<file path="src/rtl/cart_map_pkg.sv">
package cart_map_pkg;

  // One-cycle write strobes from the decoder to the register datapath
  typedef struct packed {
    logic wrIndex;
    logic wrData;
    logic wrMirror;
    logic wrRamCtl;
  } mapStrobe_t;

  // Power-on contents of the bank data registers
  function automatic int bootValue(int regNum);
    case (regNum)
      0: return 0;
      1: return 2;
      2: return 4;
      3: return 5;
      4: return 6;
      5: return 7;
      6: return 0;
      7: return 1;
      default: return 0;
    endcase
  endfunction

endpackage

</file>
<file path="src/rtl/cart_map_ctrl.sv">
module cart_map_ctrl
  import cart_map_pkg::*;
(
  input  logic [15:0] cpuAddr,
  input  logic        cpuWrEn,
  output mapStrobe_t  strb
);

  logic unusedAddr;
  assign unusedAddr = ^cpuAddr[12:1];

  logic inRange;
  assign inRange = cpuWrEn && cpuAddr[15] && !cpuAddr[14];

  always_comb begin
    strb = '0;
    if (inRange) begin
      case ({cpuAddr[13], cpuAddr[0]})
        2'b00: strb.wrIndex  = 1'b1;
        2'b01: strb.wrData   = 1'b1;
        2'b10: strb.wrMirror = 1'b1;
        default: strb.wrRamCtl = 1'b1;
      endcase
    end
  end

endmodule

</file>
<file path="src/rtl/cart_map_datapath.sv">
module cart_map_datapath
  import cart_map_pkg::*;
#(
  parameter int DATA_W    = 8,
  parameter int REG_COUNT = 8,   // power of two, at least 8
  localparam int IDX_W    = $clog2(REG_COUNT)
) (
  input  logic              clk,
  input  logic              rst,
  input  mapStrobe_t        strb,
  input  logic [DATA_W-1:0] wrData,
  input  logic [1:0]        cpuWin,
  input  logic [2:0]        ppuWin,
  output logic [DATA_W-1:0] prgBank,
  output logic [DATA_W-1:0] chrBank,
  output logic              mirrorHorz,
  output logic              wramEnable,
  output logic              wramWritable
);

  localparam logic [IDX_W-1:0]  SEL_MASK = IDX_W'(REG_COUNT - 1);
  localparam logic [DATA_W-1:0] LAST_BANK = '1;

  logic [IDX_W-1:0] selReg;
  logic             prgSwap;
  logic             chrInvert;
  logic             mirrorBit;
  logic             ramOn;
  logic             ramLock;

  always_ff @(posedge clk) begin
    if (rst) begin
      selReg    <= '0;
      prgSwap   <= 1'b0;
      chrInvert <= 1'b0;
      mirrorBit <= 1'b0;
      ramOn     <= 1'b0;
      ramLock   <= 1'b0;
    end else begin
      if (strb.wrIndex) begin
        selReg    <= wrData[IDX_W-1:0] & SEL_MASK;
        prgSwap   <= wrData[6];
        chrInvert <= wrData[7];
      end
      if (strb.wrMirror) mirrorBit <= wrData[0];
      if (strb.wrRamCtl) begin
        ramOn   <= wrData[7];
        ramLock <= wrData[6];
      end
    end
  end

  // Bank data register file
  logic [DATA_W-1:0] bankReg [REG_COUNT];

  for (genvar g = 0; g < REG_COUNT; g++) begin : gBank
    logic [DATA_W-1:0] q;
    always_ff @(posedge clk) begin
      if (rst)
        q <= DATA_W'(bootValue(g));
      else if (strb.wrData && selReg == IDX_W'(g))
        q <= wrData;
    end
    assign bankReg[g] = q;
  end

  // Program window translation
  logic [1:0] prgWin;
  always_comb begin
    prgWin = cpuWin;
    if (prgSwap && !prgWin[0]) prgWin[1] = ~prgWin[1];
    if (prgWin[1])
      prgBank = prgWin[0] ? LAST_BANK : LAST_BANK - 1'b1;
    else
      prgBank = prgWin[0] ? bankReg[7] : bankReg[6];
  end

  // Pattern window translation
  logic [2:0]        chrWin;
  logic [DATA_W-1:0] pairBase;
  always_comb begin
    chrWin   = ppuWin ^ {chrInvert, 2'b00};
    pairBase = chrWin[1] ? bankReg[1] : bankReg[0];
    if (chrWin[2]) begin
      case (chrWin[1:0])
        2'd0:    chrBank = bankReg[2];
        2'd1:    chrBank = bankReg[3];
        2'd2:    chrBank = bankReg[4];
        default: chrBank = bankReg[5];
      endcase
    end else begin
      chrBank = {pairBase[DATA_W-1:1], chrWin[0]};
    end
  end

  assign mirrorHorz   = mirrorBit;
  assign wramEnable   = ramOn;
  assign wramWritable = ramOn && !ramLock;

endmodule

</file>
<file path="src/rtl/cart_bank_mapper.sv">
module cart_bank_mapper
  import cart_map_pkg::*;
#(
  parameter int DATA_W    = 8,
  parameter int REG_COUNT = 8
) (
  input  logic              clk,
  input  logic              rst,
  input  logic [15:0]       cpuAddr,
  input  logic [DATA_W-1:0] cpuData,
  input  logic              cpuWrEn,
  input  logic [12:0]       ppuAddr,
  output logic [DATA_W-1:0] prgBank,
  output logic [DATA_W-1:0] chrBank,
  output logic              mirrorHorz,
  output logic              wramEnable,
  output logic              wramWritable
);

  mapStrobe_t strb;
  logic       unusedPpu;
  assign unusedPpu = ^ppuAddr[9:0];

  cart_map_ctrl ctrl_i (
    .cpuAddr (cpuAddr),
    .cpuWrEn (cpuWrEn),
    .strb    (strb)
  );

  cart_map_datapath #(
    .DATA_W    (DATA_W),
    .REG_COUNT (REG_COUNT)
  ) dp_i (
    .clk          (clk),
    .rst          (rst),
    .strb         (strb),
    .wrData       (cpuData),
    .cpuWin       (cpuAddr[14:13]),
    .ppuWin       (ppuAddr[12:10]),
    .prgBank      (prgBank),
    .chrBank      (chrBank),
    .mirrorHorz   (mirrorHorz),
    .wramEnable   (wramEnable),
    .wramWritable (wramWritable)
  );

endmodule

</file>
<file path="config.mk">
export PLATFORM = sky130hd
export DESIGN_NAME = cart_bank_mapper
export DESIGN_NICKNAME = d
export VERILOG_FILES = /design/src/rtl/cart_map_pkg.sv /design/src/rtl/cart_map_ctrl.sv /design/src/rtl/cart_map_datapath.sv /design/src/rtl/cart_bank_mapper.sv
export SDC_FILE = /design/constraint.sdc
export NUM_CORES = 1
export LEC_CHECK = 0
export BUFFER_PORTS_ARGS = -buffer_cell sky130_fd_sc_hd__buf_2
export CAP_MARGIN = 20
export CORE_AREA = 2 2 95 97
export DETAILED_ROUTE_END_ITERATION = 7
export DIE_AREA = 0 0 97 99
export PLACE_DENSITY = 0.7
export SLEW_MARGIN = 20
export SYNTH_ARGS = -nofsm -noshare
export SYNTH_HDL_FRONTEND = slang
export SYNTH_SLANG_ARGS = --single-unit
</file>
<file path="constraint.sdc">
create_clock -name clk -period 1.5 [get_ports clk]
set_clock_uncertainty 0.1 [all_clocks]
set_input_delay 0.3 -clock clk [delete_from_list [all_inputs] [get_ports clk]]
set_output_delay 0.3 -clock clk [all_outputs]
set_load 0.02 [all_outputs]
</file>
==> summary.md <==
| Metric | Value |
|---|---|
| Status | complete, but fails checks |
| Failing checks | setup timing |
| H-Tree Depth | 3 |
| Met3 usage | 4.54% |
| Setup violators final | 16 |
| Largest net degree at the start of global routing | 50 |
| Maximum VDD drop | 0.682 mV |
| Worst Path Required | 1100 ps |
| Hold buffers post-CTS | 0 |
| Row count | 34 |
| Drt first pass iters | 4 |
| Synthesis Warnings | 0 |
| Least-Margin Pin Slew | 419 ps |
| Reg2reg setup slack | 150 ps |
| DIE HEIGHT | 99 um |
| RePlAce Congestion | 0.788 |
| Crit-path max FO | 2 |
| Clk buf depth | 2 |
| Arrival time worst endpoint | 1520 ps |
| CP Launch Type | flip-flop |
| Worst r2r src | dp_i.selReg[0]$_SDFFE_PP0P_ |
| Cell Area, Synth | 0.00337 mm2 |
| TritonCTS clock tree | yes |
| Synth Register Bits | 70 |
| Port Buffers | 36 |
| CTS Buf Count | 9 |
| Clock Tree Root | clkbuf_8 |
| Ys async rst share | 0% |
| Synth Flop Type | dfxtp_1 |
| Vias in the first global route | 2,645 |
| Hold crit path type | primary input to flip-flop |
| Netlist cell types | 36 |
| Diode count | 0 |
| Final Critical Period | 1920 ps |
| WL final | 7630 um |
| Post-route ant nets | 0 |
| Nets | 414 |
| WL/cell | 15.7 um |
| Met2 usage | 28.8% |
| Tcrit/Tclk final | 128% |
| Die width | 97 um |
| IO Count | 59 |
| Vias/cell | 5.10 |
| Syn nets | 363 |
| LEAKAGE | 1.94 nW |
| Worst-Skew Late Latency | 340 ps |
| Clock sinks | 70 |
| Share of the core filled with cells | 48.9% |
| P&R area growth vs syn | 23.9% |
| Worst R2R End | dp_i.gBank[2].q[2]$_SDFFE_PP1P_ |
| Post-synth EDFFs | 0 |
| GRT busiest layer | met2 |
| Setup ws final | -415 ps |
| Slew margin rel. | 72.1% |
| Max-cap check violation count | 0 |
| Total power draw | 0.00395 W |
| First-pass GRT wire length | 12,800 um |
| Fin. max-slew vios | 0 |
| Met1 usage | 20.9% |
| Final hold violations | 0 |
| Cells after Synth | 323 |
| R2R cell count | 3 |
| Initial antenna violation count | 0 |
| Placed Instances | 470 |
| Post-Syn Area per Cell | 10.4 um2 |
| Reg clk slew, reported paths | 70 ps |
| PwrDens | 946 mW/mm2 |
| Die area | 0.00960 mm2 |
| RSZ-0062 raised after global routing | yes |
| DRC | 0 |
| Total congestion overflow | 0 |
| First DRT Iteration DRCs | 55 |
| Hold depth | 3 |
| CP endpoint kind | output pin |
| Sequential area share after synthesis | 41.6% |
| Starting density of the core | 39.4% |
| Fmax | 522 MHz |
| Setup CP Type | flip-flop to output pin |
| GRT Overall Usage | 16.8% |
| Hpwl dp | 5280 um |
| Core footprint | 0.00855 mm2 |
| Share of cells above drive strength 1 | 32.2% |
| Routed vias | 2,484 |
| WHS Endpoint | dp_i.selReg[0]$_SDFFE_PP0P_ |
| Final non-filler cell total | 487 |
| Hold path startpoint | cpuData[0] |
==> metrics by stage <==
step	cell area [um2]	hold slack, ps	setup slack, ps	TNS [ps]
6_report	4180	140	-415	-4660
5_1_grt	4180	136	-463	-5710
4_1_cts	4160	123	-440	-5000
3_5_place_dp	3850	363	-315	-7550
3_3_place_gp	3850	357	-309	-6270
2_1_floorplan	3440	346	-67.5	-67.5
==> how the worst max path moves through the flow <==
stage | startpoint | endpoint | slack [ps] | cells after the start
after floorplan | ppuAddr[11] | chrBank[0] | -70 | 3
after global placement | ppuAddr[10] | chrBank[2] | -310 | 5
after detailed placement | ppuAddr[10] | chrBank[2] | -320 | 5
after CTS | dp_i.gBank[5].q[0]$_SDFFE_PP1P_ | chrBank[0] | -440 | 3
after global routing | dp_i.gBank[5].q[0]$_SDFFE_PP1P_ | chrBank[0] | -460 | 3
final | dp_i.gBank[5].q[0]$_SDFFE_PP1P_ | chrBank[0] | -420 | 3
==> critical path: stages, from the launching register on <==
cell and delay [ps]:
dfxtp_2 320, mux4_2 450, mux2_4 280, buf_6 130
==> layout by cell type, fill, tap and decap left out, types with 2 or more instances in the layout <==
master       n
nand3_2      2
mux2i_1     69
nand2b_1    60
mux4_2       8
nand2_1      9
nand4_4      2
dfxtp_1     68
buf_6       11
a21oi_1      8
o21ai_2      8
nand4b_1     4
buf_4       25
nor2_1      15
o21ai_0      8
dfxtp_2      2
bufinv_16    2
o22a_2       6
nand3_1      7
clkbuf_8    10
buf_2       27
clkinvlp_4   3
buf_12       4
==> area by class of cell <==
class                   count  area (um2)
well taps                 108         135
clock inverters             5        82.6
fillers                   804        4370
flip-flops and latches     70        1400
clock buffers              11         141
inverters                   1        3.75
multi-input cells         225        1880
repair buffers             67         527
==> report_power, final <==
group          internal, W  switching, W
clock             0.000982      0.000712
sequential         0.00186    0.00000434
combinational     0.000185      0.000206
==> cells by family after synthesis <==
kind of cell              synth area share, %
AOI/OAI and AO/OA                        6.01
and+or+nand+nor                          21.2
buffers and inverters                    4.79
DFF                                      41.6
muxes                                    26.2
xor gates and xnor gates                0.260
==> timing repair <==
| item | 4_1_cts | 5_1_grt |
|---|---|---|
| pin swaps | 11 | 2 |
| setup endpoints to repair | 16 | 16 |
| gates resized for setup | 25 | 4 |
| cloned | 0 | 0 |
| setup buffers | 1 | 0 |
==> Yosys cell counts, types with 2 or more instances <==
cell type / count / area share [%]
dfxtp_1: 70 / 42
mux2i_1: 69 / 20
nand2b_1: 60 / 11
nor2_1: 16 / 1.8
o21ai_0: 16 / 2.4
clkbuf_1: 9 / 1.0
nand2_1: 9 / 1.0
a21oi_1: 8 / 1.2
mux4_2: 8 / 5.3
nand3_1: 7 / 1.0
o22a_2: 7 / 2.1
buf_2: 6 / 0.89
buf_6: 6 / 2.0
buf_1: 5 / 0.56
nand4b_1: 4 / 1.0
nand3_2: 2 / 0.59
nand4_4: 2 / 1.3
==> sequential cells by signal, indices dropped and copies added, names as in the netlist <==
register	cells
dp_i.gBank.q	62
dp_i.ramLock	1
dp_i.wramEnable	1
dp_i.prgSwap	1
dp_i.selReg	3
dp_i.chrInvert	1
dp_i.mirrorHorz	1
==> metal layers <==
layer | vias up | wire (um)
li1 | 1223 | -
met1 | 1204 | 3490
met2 | 50 | 3780
met3 | 7 | 276
met4 | 0 | 82
met5 | - | 0
Power figures use the tool's default switching activity.
